--- src/rtl/phd_pkg.sv ---
package phd_pkg;

    // Rising-edge pulses of both inputs in the system clock domain.
    typedef struct packed {
        logic ref_rise;
        logic fb_rise;
    } edge_pair_t;

    localparam int unsigned SYNC_STAGES = 2;

endpackage

--- src/rtl/phd_edge_sync.sv ---
module phd_edge_sync #(
    parameter int unsigned STAGES = 2
) (
    input  logic clk_i,
    input  logic rst_ni,
    input  logic din_i,
    output logic rise_o
);

    localparam int unsigned W = STAGES + 1;

    typedef struct packed {
        logic [W-1:0] sh;
    } sync_st_t;

    sync_st_t st_d, st_q;

    always_comb begin
        st_d    = st_q;
        st_d.sh = {st_q.sh[W-2:0], din_i};
    end

    always_ff @(posedge clk_i or negedge rst_ni) begin
        if (!rst_ni) st_q <= '0;
        else         st_q <= st_d;
    end

    assign rise_o = st_q.sh[STAGES-1] & ~st_q.sh[STAGES];

    AST_RISE_SINGLE: assert property (@(posedge clk_i) disable iff (!rst_ni)
        rise_o |=> !rise_o);

endmodule

--- src/rtl/phd_state.sv ---
module phd_state
    import phd_pkg::*;
(
    input  logic       clk_i,
    input  logic       rst_ni,
    input  edge_pair_t edges_i,
    output logic       state_o
);

    typedef struct packed {
        logic hold;
    } st_t;

    st_t st_d, st_q;

    always_comb begin
        st_d = st_q;
        if (edges_i.fb_rise)       st_d.hold = 1'b0;
        else if (edges_i.ref_rise) st_d.hold = 1'b1;
    end

    always_ff @(posedge clk_i or negedge rst_ni) begin
        if (!rst_ni) st_q <= '0;
        else         st_q <= st_d;
    end

    assign state_o = st_q.hold;

    AST_SET_ON_REF: assert property (@(posedge clk_i) disable iff (!rst_ni)
        (edges_i.ref_rise && !edges_i.fb_rise) |=> state_o);
    AST_CLEAR_ON_FB: assert property (@(posedge clk_i) disable iff (!rst_ni)
        (edges_i.fb_rise && !edges_i.ref_rise) |=> !state_o);
    AST_TIE_CLEARS: assert property (@(posedge clk_i) disable iff (!rst_ni)
        (edges_i.fb_rise && edges_i.ref_rise) |=> !state_o);
    AST_HOLD_QUIET: assert property (@(posedge clk_i) disable iff (!rst_ni)
        (!edges_i.fb_rise && !edges_i.ref_rise) |=> $stable(state_o));

endmodule

--- src/rtl/phd_meter.sv ---
module phd_meter #(
    parameter int unsigned CW = 16
) (
    input  logic          clk_i,
    input  logic          rst_ni,
    input  logic          ref_rise_i,
    input  logic          state_i,
    output logic [CW:0]   err_o,
    output logic          err_vld_o
);

    localparam logic [CW-1:0] CMAX = {CW{1'b1}};

    typedef struct packed {
        logic [CW-1:0] per;
        logic [CW-1:0] hi;
        logic          seen;
        logic [CW:0]   word;
        logic          vld;
    } meter_st_t;

    meter_st_t st_d, st_q;

    logic [CW:0] high_cnt;
    logic [CW:0] per_cnt;
    logic [CW:0] diff;

    always_comb begin
        high_cnt = {1'b0, st_q.hi} + {{CW{1'b0}}, state_i};
        per_cnt  = {1'b0, st_q.per} + {{CW{1'b0}}, 1'b1};
        diff     = high_cnt - (per_cnt >> 1);

        st_d     = st_q;
        st_d.vld = 1'b0;
        if (ref_rise_i) begin
            st_d.per  = '0;
            st_d.hi   = '0;
            st_d.seen = 1'b1;
            if (st_q.seen) begin
                st_d.word = diff;
                st_d.vld  = 1'b1;
            end
        end else begin
            if (st_q.per != CMAX)            st_d.per = st_q.per + 1'b1;
            if (state_i && st_q.hi != CMAX)  st_d.hi  = st_q.hi + 1'b1;
        end
    end

    always_ff @(posedge clk_i or negedge rst_ni) begin
        if (!rst_ni) st_q <= '0;
        else         st_q <= st_d;
    end

    assign err_o     = st_q.word;
    assign err_vld_o = st_q.vld;

    AST_VALID_SINGLE: assert property (@(posedge clk_i) disable iff (!rst_ni)
        err_vld_o |=> !err_vld_o);
    AST_FIRST_SILENT: assert property (@(posedge clk_i) disable iff (!rst_ni)
        (ref_rise_i && !st_q.seen) |=> !err_vld_o);
    AST_WORD_HELD: assert property (@(posedge clk_i) disable iff (!rst_ni)
        !ref_rise_i |=> $stable(err_o));
    AST_HIGH_BOUNDED: assert property (@(posedge clk_i) disable iff (!rst_ni)
        st_q.hi <= st_q.per);

endmodule

--- src/rtl/phase_sawtooth_det.sv ---
module phase_sawtooth_det
    import phd_pkg::*;
#(
    parameter int unsigned CW = 16
) (
    input  logic        clk_i,
    input  logic        rst_ni,
    input  logic        ref_i,
    input  logic        fb_i,
    output logic        state_o,
    output logic [CW:0] err_o,
    output logic        err_vld_o
);

    localparam int unsigned NIN = 2;

    logic [NIN-1:0] raw_in;
    logic [NIN-1:0] rise;
    edge_pair_t     edges;

    assign raw_in = {ref_i, fb_i};

    for (genvar g = 0; g < NIN; g++) begin : g_sync
        phd_edge_sync #(.STAGES(SYNC_STAGES)) u_sync (
            .clk_i  (clk_i),
            .rst_ni (rst_ni),
            .din_i  (raw_in[g]),
            .rise_o (rise[g])
        );
    end

    assign edges.ref_rise = rise[1];
    assign edges.fb_rise  = rise[0];

    phd_state u_state (
        .clk_i   (clk_i),
        .rst_ni  (rst_ni),
        .edges_i (edges),
        .state_o (state_o)
    );

    phd_meter #(.CW(CW)) u_meter (
        .clk_i      (clk_i),
        .rst_ni     (rst_ni),
        .ref_rise_i (edges.ref_rise),
        .state_i    (state_o),
        .err_o      (err_o),
        .err_vld_o  (err_vld_o)
    );

endmodule

--- config.mk ---
export PLATFORM = sky130hd
export DESIGN_NAME = phase_sawtooth_det
export DESIGN_NICKNAME = d
export VERILOG_FILES = /design/src/rtl/phd_pkg.sv /design/src/rtl/phd_edge_sync.sv /design/src/rtl/phd_state.sv /design/src/rtl/phd_meter.sv /design/src/rtl/phase_sawtooth_det.sv
export SDC_FILE = /design/constraint.sdc
export NUM_CORES = 1
export LEC_CHECK = 0
export BUFFER_PORTS_ARGS = -buffer_cell sky130_fd_sc_hd__buf_4
export CORE_AREA = 3 3 105 107
export CTS_CLUSTER_DIAMETER = 30
export DETAILED_ROUTE_END_ITERATION = 10
export DIE_AREA = 0 0 108 110
export PLACE_DENSITY_LB_ADDON = 0.2
export SYNTH_ARGS = -nofsm -noshare
export SYNTH_HDL_FRONTEND = slang
export SYNTH_SLANG_ARGS = --single-unit
--- constraint.sdc ---
create_clock -name clk_i -period 3.6 [get_ports clk_i]
set_input_delay 0.72 -clock clk_i [delete_from_list [all_inputs] [get_ports clk_i]]
set_output_delay 0.72 -clock clk_i [all_outputs]
set_load 0.03 [all_outputs]
==> impl_results.md <==
* Most common cell after layout, fill and taps aside: dfrtp_1
* Wire length per cell at around 14 µm
* Worst slew pin tran at between 0.7 and 0.8 ns
* Number of I/O port buffers at 22
* Clock Skew at roughly 0.012 ns
* Setup TNS at 0 ns
* Cell Pwr Density at between 700 and 800 mW/mm²
* Resized cells post-CTS at 0
* WP data required at roughly 3.8 ns
* FFs w/ async S/R, synth at 100%
* Vias in the first global route at 2,541
* Crit-path leading delay family: compound AO/OA/AOI/OAI gates
* DIE AREA at ~0.012 mm²
* Die Ht at around 110 µm
* Mapped Cells at ~370
* Final count of negative-setup-slack endpoints at 0
* Part of the cycle the worst path needs at roughly 90%
* Maximum clock rate at approximately 310 MHz
* CP cell instances: ha_1, and2_1, and2b_2, nand2_1, xor2_1, ha_1, ha_1, a21o_1, a31oi_1, o21ai_0, a31oi_1, xor2_1, o21ai_1
* RSZ-0062 raised after global routing: no
* Final hold violation count at 0
* Leak at 0.00187 µW
* Layout Utilization at ~39%
* Post-synthesis net count at between 400 and 500
* CTS tree: done
* Critical path buffer and inverter count at 0
* Number of remaining DRC errors at 0
* Post-synth top flop: dfrtp_1
* Pin count of the biggest net entering global routing at a little under 60
* Die Wd at between 100 and 150 µm
* Root Driver: clkbuf_8
* Flop and latch count out of synthesis at 58
* Total GRT Usage at between 10% and 20%
* Cts hold-fix bufs at 0
* Worst EP arrival at roughly 3.5 ns
* Slowest cell on the critical path: dfrtp_1
* Critical path fanouts, max at 6
* Commonest non-fill, non-tap cells in the layout: 58 x dfrtp_1, 35 x nand2_1, 34 x ha_1
* Starting Density at 34.8%
* First-pass GRT wire length at around 12,000 µm
* Max-Cap Viols at 0
* Routed WL at ~7000 µm
* Core area at approximately 0.010 mm²
* Antenna violations before repair at 0
* DRT antenna net count at 0
* Syn_area_per_cell at 9.69 µm²
* Share of cells above drive strength 1 at between 10% and 20%
* Vias per cell at roughly 5
* CP Class: flip-flop to flip-flop
* # rows at 37
* Synthesis-to-finish area growth at 11.6%
* Vias post-DR at about 2,500
* Rel. slew slack at roughly 51%
* Yosys warning total at 0
* Pre-antenna DRT Iters at 5
* Fin. max-slew vios at 0
* Worst-path clk slew at approximately 0.080 ns
* Status: finished clean
* Hold WC Path Type: flip-flop to flip-flop
* Post-Syn Area at ~0.0036 mm²
* Final Wtd Congestion at just over 0.8
* CP peak stage delay at 0.42 ns
* Sequential fraction of the synthesis area at roughly two fifths
* Worst vdd ir at between 0.2 and 0.3 mV
* Clock sink count at 58
* EDFF count, synth at 0
* CTS H-Tree Depth at 3
* # diodes at 0
* Crit path time final at roughly 3.2 ns
* CP dominant cell by count: ha_1
* Grt ovf at 0
* Ports at 23
* Detailed placer's ending HPWL at approximately 5100 µm
* R2R Setup Slk at around 0.37 ns
* DR iter-0 viols at 75
* Skew-Pair Late Insertion Delay at 0.35 ns
* TritonCTS Buffers at 9
* Clock Path Buffers at 2
* Critical path startpoint category: flip-flop
* Setup bufs post-CTS at 0
* Net count, final at between 400 and 500
* Post-synth cell types at 45
* Worst setup EP type: flip-flop
## synthesized netlist by cell type, drive strengths merged, types with 3 or more instances
library cell | count | area [µm²]
a21o | 6 | 45.0
nor2 | 26 | 100
o21ai | 20 | 100
nor2b | 3 | 18.8
ha | 34 | 425
buf | 20 | 143
and3 | 3 | 18.8
inv | 10 | 37.5
xnor2 | 18 | 158
clkbuf | 8 | 30.0
xor2 | 26 | 228
nand2 | 36 | 138
nand4 | 14 | 87.6
a21oi | 27 | 135
dfrtp | 58 | 1450
nor3 | 4 | 25.0
nand3 | 19 | 105
and4 | 3 | 28.8
a31oi | 5 | 31.3
## registers in the layout (all words and copies together), names as in the netlist
name,cells
u_meter.st_q,33
u_meter.err_o,17
u_state.state_o,1
u_meter.err_vld_o,1
g_sync.u_sync.st_q,6
## cell families (layout without fill, tap and decap cells)
| kind of cell | count (synthesis) | in the layout | synth area share, % |
|---|---|---|---|
| simple gates | 117 | 117 | 16.7 |
| compound gates | 72 | 72 | 12.2 |
| flops | 58 | 58 | 40.8 |
| xor+xnor | 44 | 44 | 10.8 |
| buf+inv | 38 | 51 | 5.91 |
| fa+ha+maj | 35 | 35 | 12.5 |
| mux | 3 | 3 | 0.915 |
## where the power goes
group	internal [µW]	switching, µW
combinational	615	782
sequential	784	89.2
clock	395	293
## worst paths after layout
kind	start	to	cells after the start
hold reg to reg	g_sync[1].u_sync.st_q[0]	g_sync[1].u_sync.st_q[1]	0
setup / recovery	u_meter.st_q[35]	u_meter.err_o[12]	13
min in group asynchronous	rst_ni	u_meter.st_q[32]	1
hold / removal	g_sync[1].u_sync.st_q[0]	g_sync[1].u_sync.st_q[1]	0
setup reg to reg	u_meter.st_q[35]	u_meter.err_o[12]	13
max in group asynchronous	rst_ni	u_meter.st_q[20]	1
## layer usage
metal | wire length [µm] | GRT usage, % | up-vias
met5 | 0 | 0 | -
met4 | 105 | 4.60 | 0
met3 | 282 | 3.90 | 10
met2 | 3100 | 20.9 | 47
met1 | 3480 | 17.7 | 1162
li1 | - | - | 1292
## metrics by stage
stage                     total power [µW]  hold slack, ns  instance area (µm²)  std cells  setup WS (ns)
final                                 2960           0.354                 3970        516          0.368
after global routing                  3220           0.362                 3970        516         0.0455
after CTS                             3010           0.357                 3970        516          0.385
after detailed placement              2300           0.338                 3740        500          0.395
after global placement                2280           0.331                 3740        500          0.449
after floorplan                       2070           0.331                 3560        367          0.672
## worst reg2reg max path: stages (launching register included)
cell     delay (ns)
dfrtp_1        0.42
ha_1           0.25
and2_1         0.18
and2b_2        0.25
nand2_1        0.09
xor2_1         0.19
ha_1           0.27
ha_1           0.38
a21o_1         0.19
a31oi_1        0.24
o21ai_0        0.14
a31oi_1        0.29
xor2_1         0.18
o21ai_1        0.07
## cell type report
type / count / area [µm²]
clock buffer: 9 / 124
clock inverter: 7 / 103
fill: 1033 / 6260
inverter: 10 / 37.5
multi-input combinational: 271 / 1900
sequential: 58 / 1450
tap: 136 / 170
timing repair buffer: 25 / 188
(Power assumes the default switching activity.)
